`config.mk`:
```
export PLATFORM = sky130hd
export DESIGN_NAME = flash_id_mode_dec
export DESIGN_NICKNAME = d
export VERILOG_FILES = /design/src/rtl/flash_idm_pkg.sv /design/src/rtl/idm_cmd_tracker.sv /design/src/rtl/idm_hw_detect.sv /design/src/rtl/idm_code_sel.sv /design/src/rtl/flash_id_mode_dec.sv
export SDC_FILE = /design/constraint.sdc
export NUM_CORES = 1
export LEC_CHECK = 0
export ABC_AREA = 1
export ABC_CLOCK_PERIOD_IN_PS = 1700
export BUFFER_PORTS_ARGS = -buffer_cell sky130_fd_sc_hd__clkbuf_2
export CAP_MARGIN = 20
export CORE_UTILIZATION = 25
export CTS_CLUSTER_DIAMETER = 100
export DETAILED_ROUTE_END_ITERATION = 12
export HOLD_SLACK_MARGIN = 0.08
export PLACE_DENSITY = 0.66
export SLEW_MARGIN = 10
export SYNTH_ARGS = -nofsm -noshare
export SYNTH_HDL_FRONTEND = slang
export SYNTH_HIERARCHICAL = 1
export SYNTH_SLANG_ARGS = --single-unit
```
`constraint.sdc`:
```
create_clock -name clk -period 1.7 [get_ports clk]
set_input_delay 0.085 -clock clk [delete_from_list [all_inputs] [get_ports clk]]
set_output_delay 0.085 -clock clk [all_outputs]
set_load 0.01 [all_outputs]
```
`src/rtl/flash_idm_pkg.sv`:
```
package flash_idm_pkg;

    localparam int CMD_W = 8;

    localparam logic [CMD_W-1:0] CMD_UNLOCK_A = 8'hAA;
    localparam logic [CMD_W-1:0] CMD_UNLOCK_B = 8'h55;
    localparam logic [CMD_W-1:0] CMD_ID_SHORT = 8'h90;
    localparam logic [CMD_W-1:0] CMD_LONG_PRE = 8'h80;
    localparam logic [CMD_W-1:0] CMD_ID_LONG  = 8'h60;
    localparam logic [CMD_W-1:0] CMD_RESET    = 8'hF0;

    typedef enum logic [2:0] {
        SEQ_IDLE,
        SEQ_U1,
        SEQ_U2,
        SEQ_L1,
        SEQ_L2,
        SEQ_L3
    } seq_e;

    // decoded write event handed from the top to the tracker
    typedef struct packed {
        logic             stb;
        logic             at_a;
        logic             at_b;
        logic [CMD_W-1:0] cmd;
    } wr_evt_t;

    function automatic logic evt_is(wr_evt_t e, logic [CMD_W-1:0] c, logic on_a);
        return e.stb && (e.cmd == c) && (on_a ? e.at_a : e.at_b);
    endfunction

endpackage

```
`src/rtl/idm_cmd_tracker.sv`:
```
module idm_cmd_tracker
    import flash_idm_pkg::*;
(
    input  logic    clk,
    input  logic    rst,
    input  wr_evt_t evt,
    output logic    sw_mode_o
);

    seq_e state_q, state_d;
    logic sw_q, sw_d;

    always_comb begin
        state_d = state_q;
        sw_d    = sw_q;
        if (evt.stb) begin
            state_d = SEQ_IDLE;
            if (evt.cmd == CMD_RESET) begin
                sw_d = 1'b0;
            end else begin
                case (state_q)
                    SEQ_IDLE: if (evt_is(evt, CMD_UNLOCK_A, 1'b1)) state_d = SEQ_U1;
                    SEQ_U1:   if (evt_is(evt, CMD_UNLOCK_B, 1'b0)) state_d = SEQ_U2;
                    SEQ_U2: begin
                        if (evt_is(evt, CMD_ID_SHORT, 1'b1))      sw_d    = 1'b1;
                        else if (evt_is(evt, CMD_LONG_PRE, 1'b1)) state_d = SEQ_L1;
                    end
                    SEQ_L1:   if (evt_is(evt, CMD_UNLOCK_A, 1'b1)) state_d = SEQ_L2;
                    SEQ_L2:   if (evt_is(evt, CMD_UNLOCK_B, 1'b0)) state_d = SEQ_L3;
                    SEQ_L3:   if (evt_is(evt, CMD_ID_LONG, 1'b1))  sw_d    = 1'b1;
                    default:  state_d = SEQ_IDLE;
                endcase
            end
        end
    end

    always_ff @(posedge clk) begin
        if (rst) begin
            state_q <= SEQ_IDLE;
            sw_q    <= 1'b0;
        end else begin
            state_q <= state_d;
            sw_q    <= sw_d;
        end
    end

    assign sw_mode_o = sw_q;

    p_reset_cmd_exits_r5: assert property (@(posedge clk) disable iff (rst)
        (evt.stb && evt.cmd == CMD_RESET) |=> !sw_q);

    p_short_entry_r3: assert property (@(posedge clk) disable iff (rst)
        (state_q == SEQ_U2 && evt.stb && evt.cmd == CMD_ID_SHORT && evt.at_a) |=> sw_q);

    p_idle_hold_r10: assert property (@(posedge clk) disable iff (rst)
        !evt.stb |=> ($stable(sw_q) && $stable(state_q)));

    p_break_keeps_mode_r7: assert property (@(posedge clk) disable iff (rst)
        (evt.stb && evt.cmd != CMD_RESET && state_q == SEQ_U1 && !evt.at_b) |=> (state_q == SEQ_IDLE && $stable(sw_q)));

endmodule

```
`src/rtl/idm_hw_detect.sv`:
```
module idm_hw_detect (
    input  logic ce_n,
    input  logic oe_n,
    input  logic we_n,
    input  logic hv_a9,
    output logic hw_id_o
);

    // read-type bus condition plus high-voltage flag
    assign hw_id_o = ~ce_n & ~oe_n & we_n & hv_a9;

endmodule

```
`src/rtl/idm_code_sel.sv`:
```
module idm_code_sel #(
    parameter int              ADDR_W   = 16,
    parameter int              DATA_W   = 16,
    parameter logic [DATA_W-1:0] MFR_CODE = 16'h00DA,
    parameter logic [DATA_W-1:0] DEV_CODE = 16'h002F
) (
    input  logic              id_mode,
    input  logic [ADDR_W-1:0] rd_addr,
    output logic [DATA_W-1:0] id_data_o
);

    localparam logic [ADDR_W-1:0] MFR_ADDR = '0;
    localparam logic [ADDR_W-1:0] DEV_ADDR = ADDR_W'(1);

    always_comb begin
        id_data_o = '0;
        if (id_mode) begin
            if (rd_addr == MFR_ADDR)      id_data_o = MFR_CODE;
            else if (rd_addr == DEV_ADDR) id_data_o = DEV_CODE;
        end
    end

endmodule

```
`src/rtl/flash_id_mode_dec.sv`:
```
module flash_id_mode_dec
    import flash_idm_pkg::*;
#(
    parameter int                ADDR_W   = 16,
    parameter int                DATA_W   = 16,
    parameter logic [ADDR_W-1:0] UNLOCK_A = 16'h5555,
    parameter logic [ADDR_W-1:0] UNLOCK_B = 16'h2AAA,
    parameter logic [DATA_W-1:0] MFR_CODE = 16'h00DA,
    parameter logic [DATA_W-1:0] DEV_CODE = 16'h002F
) (
    input  logic              clk,
    input  logic              rst,
    input  logic              wr_stb,
    input  logic [ADDR_W-1:0] wr_addr,
    input  logic [DATA_W-1:0] wr_data,
    input  logic [ADDR_W-1:0] rd_addr,
    input  logic              ce_n,
    input  logic              oe_n,
    input  logic              we_n,
    input  logic              hv_a9,
    output logic              id_mode_o,
    output logic [DATA_W-1:0] id_data_o
);

    wr_evt_t evt;
    logic    sw_mode;
    logic    hw_id;
    logic    unused_hi_bits;

    assign evt.stb  = wr_stb;
    assign evt.at_a = (wr_addr == UNLOCK_A);
    assign evt.at_b = (wr_addr == UNLOCK_B);
    assign evt.cmd  = wr_data[CMD_W-1:0];
    assign unused_hi_bits = ^wr_data[DATA_W-1:CMD_W];

    idm_cmd_tracker u_trk (
        .clk       (clk),
        .rst       (rst),
        .evt       (evt),
        .sw_mode_o (sw_mode)
    );

    idm_hw_detect u_hw (
        .ce_n    (ce_n),
        .oe_n    (oe_n),
        .we_n    (we_n),
        .hv_a9   (hv_a9),
        .hw_id_o (hw_id)
    );

    assign id_mode_o = sw_mode | hw_id;

    idm_code_sel #(
        .ADDR_W   (ADDR_W),
        .DATA_W   (DATA_W),
        .MFR_CODE (MFR_CODE),
        .DEV_CODE (DEV_CODE)
    ) u_sel (
        .id_mode   (id_mode_o),
        .rd_addr   (rd_addr),
        .id_data_o (id_data_o)
    );

    p_hw_forces_mode_r8: assert property (@(posedge clk) disable iff (rst)
        (!ce_n && !oe_n && we_n && hv_a9) |-> id_mode_o);

    p_mfr_word_r9: assert property (@(posedge clk) disable iff (rst)
        (id_mode_o && rd_addr == '0) |-> (id_data_o == MFR_CODE));

    p_off_reads_zero_r2: assert property (@(posedge clk) disable iff (rst)
        !id_mode_o |-> (id_data_o == '0));

endmodule

```
==> impl_metrics.env, run 1 <==
export IMPL_finalSetupViolCount=0
export IMPL_period_share_pct=70.25
export IMPL_via_per_inst=4.000
export IMPL_fillers=337
export IMPL_drtIter0Drc=26
export IMPL_leakage_nw=0.6550
export IMPL_worst_path_stages=4
export IMPL_dieArea_um2=3294
export IMPL_path_cells="or2_2 -> nand3b_1 -> nor2_1 -> clkbuf_2"
export IMPL_crit_path_start="u_trk/sw_mode_o"
export IMPL_cap_violations=0
export IMPL_ys_seq_area_share_pct=10.44
export IMPL_clock_fmax_mhz=837.4
export IMPL_synth_top_cell_area_share_pct=23.49
export IMPL_mostFrequentLayoutCell="clkbuf_2"
export IMPL_clockBufferDepth=2
export IMPL_cts_buffers=3
export IMPL_clock_root_buffer="clkbuf_4"
export IMPL_cp_slowest_stage_delay_ns=0.30
export IMPL_startpoint_type="register"
export IMPL_globalRouteOverflowTotal=0
export IMPL_syn_to_final_growth_pct=35.89
export IMPL_post_drt_wl_per_cell_um=6.640
export IMPL_coreArea_um2=2829
export IMPL_fin_crit_ns=1.194
export IMPL_ir_drop_mv=0.2808
export IMPL_cp_endpoint="id_data_o[6]"
export IMPL_cp_slowest_cell="dfxtp_1"
export IMPL_numClockSinks=4
export IMPL_layout_common_cells="55 x clkbuf_2, 48 x nand2_1, 32 x inv_1, 32 x nor2_1, 10 x nand3_1"
export IMPL_layout_nets=268
export IMPL_hold_violations=0
export IMPL_die_h_um=57.39
export IMPL_post_route_drc_count=8
export IMPL_ys_ff_latch=4
export IMPL_worstSetupPathType="register to output pin"
export IMPL_firstDrtPassIters=8
export IMPL_worst_setup_path_end_kind="output pin"
export IMPL_critical_path_top_delay_family="simple AND/OR/NAND/NOR gates"
export IMPL_rsz0062_at_grt="no"
export IMPL_wl_um=1607
export IMPL_grt_usage_pct=9.878
export IMPL_cts_tree="built"
export IMPL_powerDensity_nw_per_um2=314.3
export IMPL_gp_congestion=0.8346
export IMPL_violations="DRC"
export IMPL_hold_class="primary input to register"
export IMPL_place_port_buffers=55
export IMPL_dp_hpwl_um=1496
export IMPL_yosysWarnings=6
export IMPL_grt_max_degree=7
export IMPL_synthCells=158
export IMPL_antenna_found_initial=0
export IMPL_cts_clk_slew_worst_paths_ns=0.04
export IMPL_drive_gt1_share_pct=32.23
export IMPL_cp_num_buf_inv=1
export IMPL_cp_arrival_ns=1.11
export IMPL_ant_nets=0
export IMPL_outcome="complete, but fails checks"
export IMPL_synth_area_leaders="nand2_1 23%, inv_1 16%, nor2_1 16%"
export IMPL_reg2regPathDepth=7
export IMPL_syn_area_per_cell_um2=4.854
export IMPL_htreeDepth=1
export IMPL_rr_endpoint="u_trk/state_q[0]"
export IMPL_num_vias=968
export IMPL_grt_pass1_wl_um=2628
export IMPL_fin_skew_ns=0.001168
export IMPL_antenna_cells=0
export IMPL_crit_required_ns=1.62
export IMPL_r2r_start="u_trk/state_q[2]"
export IMPL_reg2reg_slack_ns=0.68
export IMPL_yosys_area_top_type="nand2_1"
export IMPL_cts_repair_resized=0
export IMPL_rows=19
export IMPL_first_global_vias=771
export IMPL_initial_core_util_pct=27.11
export IMPL_ioPinCount=72
export IMPL_netlist_area_um2=767.0
export IMPL_worstSkewPairLatency_ns=0.23
export IMPL_cp_max_fo=4
export IMPL_fin_setup_tns_ns=0
export IMPL_slew_viol_final=0
export IMPL_ys_types=18
export IMPL_die_w_um=57.39
export IMPL_p_total_w=0.0003276
## routing by layer
| layer | vias to the layer above | share of wire [%] | global-route usage [%] | routed length, µm |
|---|---|---|---|---|
| met5 | - | 0 | 0 | 0 |
| met4 | 0 | 0 | 2.091 | 0 |
| met3 | 0 | 11 | 3.401 | 174 |
| met2 | 45 | 47 | 19.27 | 752 |
| met1 | 377 | 42 | 9.959 | 680 |
| li1 | 546 | - | - | - |
## kinds of logic (layout without fill, tap and decap cells)
kind of cell           after synthesis  count (layout)  share of synthesized area [%]
buffers and inverters               48              94                          29.85
DFF                                  4               4                          10.44
other                                1               8                         0.4889
and+or+nand+nor                    102             102                          56.12
AOI/OAI and AO/OA                    3               3                          3.099
## registers in the layout (all words and copies together), names as in the netlist
| signal | count |
|---|---|
| u_trk/state_q | 3 |
| u_trk/sw_mode_o | 1 |
## worst register-to-register path, cell delays in order (launching register included)
cell and delay [ns]:
dfxtp_1 0.37, inv_2 0.07, nand3_1 0.10, nor2_1 0.05, nand2_1 0.08, nand3_1 0.09
nor2_1 0.10, nor2_1 0.05
## where the power goes
| part | leakage [nW] | internal, W | switching (W) |
|---|---|---|---|
| registers | 0.0322 | 0.0000944 | 0.000000000000539 |
| clock network | 0.0138 | 0.0000789 | 0.0000383 |
| logic | 0.609 | 0.0000571 | 0.0000588 |
| total | 0.655 | 0.000230 | 0.0000972 |
## cell usage after synthesis
master	number
o211ai_1	2
nor2_2	2
nor3_1	4
nand2_2	1
buf_4	13
or2_1	1
nand3_1	10
conb_1	1
inv_2	3
nand3b_1	1
nor2_1	32
nand2_1	48
or2_2	1
nor3_2	1
dfxtp_1	4
inv_1	32
a21oi_2	1
nor2_4	1
## layout make-up
cell class                      instances  area [µm²]  share of cell area [%]
Clock buffer                            3       22.52                   2.161
Inverter                               35       131.4                   12.61
Multi-Input combinational cell        113       484.2                   46.46
Sequential cell                         4       80.08                   7.683
Tap cell                               31       38.79                   3.721
Timing Repair Buffer                   56       285.3                   27.37
## worst min-delay path by stage
stage / start / endpoint / slack (ns) / cells past startpoint
CTS: wr_stb / u_trk/state_q[1] / 0.23 / 4
floorplan: rst / u_trk/state_q[0] / 0.16 / 1
detailed placement: rst / u_trk/state_q[0] / 0.27 / 2
finish: wr_stb / u_trk/state_q[1] / 0.22 / 4
global route: wr_stb / u_trk/state_q[1] / 0.27 / 4
global placement: rst / u_trk/state_q[0] / 0.26 / 2
## metrics by stage
| stage | worst slack (ns) | instances | instance area [µm²] | util (%) | hold slack, ns |
|---|---|---|---|---|---|
| floorplan | 0.6603 | 165 | 793.3 | - | 0.1574 |
| global placement | 0.5287 | 238 | 1010 | 35.69 | 0.2620 |
| detailed placement | 0.5175 | 238 | 1010 | 35.69 | 0.2685 |
| CTS | 0.4905 | 242 | 1042 | 36.84 | 0.2252 |
| global route | 0.4329 | 242 | 1042 | 36.84 | 0.2706 |
| finish | 0.5058 | 242 | 1042 | 36.84 | 0.2234 |
## timing repair
action	in CTS	in global routing
hold buffers	1	0
endpoints found under the hold margin	1	0
buffers inserted	0	0
No activity file was read; power rests on OpenSTA's default activity.
==> run 2: changes to the inputs <==
- ABC_CLOCK_PERIOD_IN_PS: 1700 -> 1200
- clock period: 1.7 -> 1.2 ns (I/O delays scaled with it)
==> impl_metrics.env, run 2 (same netlist as run 1, synthesis figures left out) <==
export IMPL_outcome="complete, but fails checks"
export IMPL_violations="DRC"
export IMPL_first_global_vias=765
export IMPL_period_share_pct=93.41
export IMPL_initial_core_util_pct=27.11
export IMPL_cts_setup_buffers=0
export IMPL_worstSetupPathType="register to output pin"
export IMPL_cp_max_fo=4
export IMPL_multi_input_area_um2=494.2
export IMPL_layout_common_cells="54 x clkbuf_2, 48 x nand2_1, 32 x inv_1, 29 x nor2_1, 10 x nand3_1"
export IMPL_p_sw_w=0.0001352
export IMPL_fin_skew_ns=0.002379
export IMPL_placed_area_um2=1010
export IMPL_whs_ns=0.2174
export IMPL_dieArea_um2=3294
export IMPL_drtIter0Drc=17
export IMPL_ant_nets=0
export IMPL_largest_reg_flops=3
export IMPL_firstDrtPassIters=7
export IMPL_hold_class="primary input to register"
export IMPL_post_drt_wl_per_cell_um=6.533
export IMPL_cp_slowest_cell="dfxtp_1"
export IMPL_rsz0062_at_grt="yes"
export IMPL_crit_required_ns=1.14
export IMPL_place_port_buffers=55
export IMPL_hold_violations=0
export IMPL_cp_num_buf_inv=1
export IMPL_htreeDepth=1
export IMPL_p_comb_share_pct=35.9
export IMPL_syn_to_final_growth_pct=37.19
export IMPL_coreArea_um2=2829
export IMPL_ir_drop_mv=0.4435
export IMPL_cap_violations=0
export IMPL_die_h_um=57.39
export IMPL_leakage_nw=0.6547
export IMPL_regMostFlops="u_trk/state_q"
export IMPL_cp_slowest_stage_delay_ns=0.30
export IMPL_finalSetupViolCount=0
export IMPL_via_per_inst=3.996
export IMPL_antenna_found_initial=0
export IMPL_seqCellArea_um2=80.08
export IMPL_p_int_w=0.0003268
export IMPL_antenna_cells=0
export IMPL_numClockSinks=4
export IMPL_path_cells="or2_4 -> nand3_1 -> nor2_2 -> buf_2"
export IMPL_fillers=331
export IMPL_critical_path_top_delay_family="simple AND/OR/NAND/NOR gates"
export IMPL_clock_fmax_mhz=892.1
export IMPL_gp_congestion=0.8262
export IMPL_fin_crit_ns=1.121
export IMPL_fin_area_um2=1052
export IMPL_worstSkewPairLatency_ns=0.23
export IMPL_num_vias=967
export IMPL_wl_um=1581
export IMPL_grt_usage_pct=10.49
export IMPL_clockBufferDepth=2
export IMPL_dp_hpwl_um=1464
export IMPL_cp_arrival_ns=1.06
export IMPL_powerDensity_nw_per_um2=439.1
export IMPL_layout_nets=268
export IMPL_worst_setup_path_end_kind="output pin"
export IMPL_grt_pass1_wl_um=2760
export IMPL_post_route_drc_count=8
export IMPL_slew_viol_final=0
export IMPL_ioPinCount=72
export IMPL_switching_share_pct=29.26
export IMPL_seqPwrFrac_pct=28.9
export IMPL_cts_clk_slew_worst_paths_ns=0.04
export IMPL_cts_tree="built"
export IMPL_clkPwrFrac_pct=35.2
export IMPL_grt_max_degree=7
export IMPL_rows=19
export IMPL_cts_buffers=3
export IMPL_drive_gt1_share_pct=33.65
export IMPL_mostFrequentLayoutCell="clkbuf_2"
export IMPL_startpoint_type="register"
export IMPL_globalRouteOverflowTotal=0
export IMPL_die_w_um=57.39
export IMPL_clock_root_buffer="clkbuf_4"
==> run 2: tightest hold or removal path, stage by stage <==
cell,delay (ns)
clkbuf_2,0.15
o211ai_1,0.10
nand2_1,0.06
inv_1,0.03
==> run 2: through the flow <==
step | total power [W] | TNS, ns | utilization (%) | setup WS (ns) | std cells
2_1_floorplan | 0.0002269 | 0 | - | 0.1853 | 165
3_3_place_gp | 0.0002975 | 0 | 35.69 | 0.05768 | 238
3_5_place_dp | 0.0002989 | 0 | 35.69 | 0.05983 | 238
4_1_cts | 0.0004730 | 0 | 36.84 | 0.004311 | 242
5_1_grt | 0.0005144 | -0.02288 | 37.20 | -0.009908 | 242
6_report | 0.0004620 | 0 | 37.20 | 0.07910 | 242
==> run 2: path summary, 6_finish.rpt <==
check	startpoint	endpoint	slack, ns	cells past startpoint
hold / removal	wr_stb	u_trk/state_q[1]	0.22	4
setup reg to reg	u_trk/state_q[2]	u_trk/state_q[0]	0.20	7
setup / recovery	u_trk/sw_mode_o	id_data_o[5]	0.08	4
hold reg to reg	u_trk/sw_mode_o	u_trk/sw_mode_o	0.46	2
==> run 2: per-layer routing <==
metal	global-route usage [%]	wire (µm)	vias to the layer above
li1	-	-	547
met4	2.091	15	0
met1	12.30	707	372
met2	18.60	689	46
met3	3.401	169	2
met5	0	0	-
==> run 2: repair_timing <==
action                     in CTS  in global routing
setup endpoints to repair       0                  8
hold endpoints to repair        1                  0
resized for setup               0                  5
hold buffers                    1                  0
==> run 2: layout make-up <==
type | instances | area share [%]
clock buffer | 3 | 2.140
timing repair buffer | 56 | 27.11
multi-input combinational | 113 | 46.97
sequential | 4 | 7.610
inverter | 35 | 12.49
tap | 31 | 3.686
==> run 2: power groups by stage <==
| stage | registers (W) | logic (W) | clock network [W] |
|---|---|---|---|
| 6_report | 0.000134 | 0.000166 | 0.000163 |
| 5_1_grt | 0.000133 | 0.000192 | 0.000189 |
| 4_1_cts | 0.000134 | 0.000166 | 0.000173 |
| 3_5_place_dp | 0.000136 | 0.000163 | 0 |
| 3_3_place_gp | 0.000136 | 0.000162 | 0 |
| 2_1_floorplan | 0.000136 | 0.0000912 | 0 |
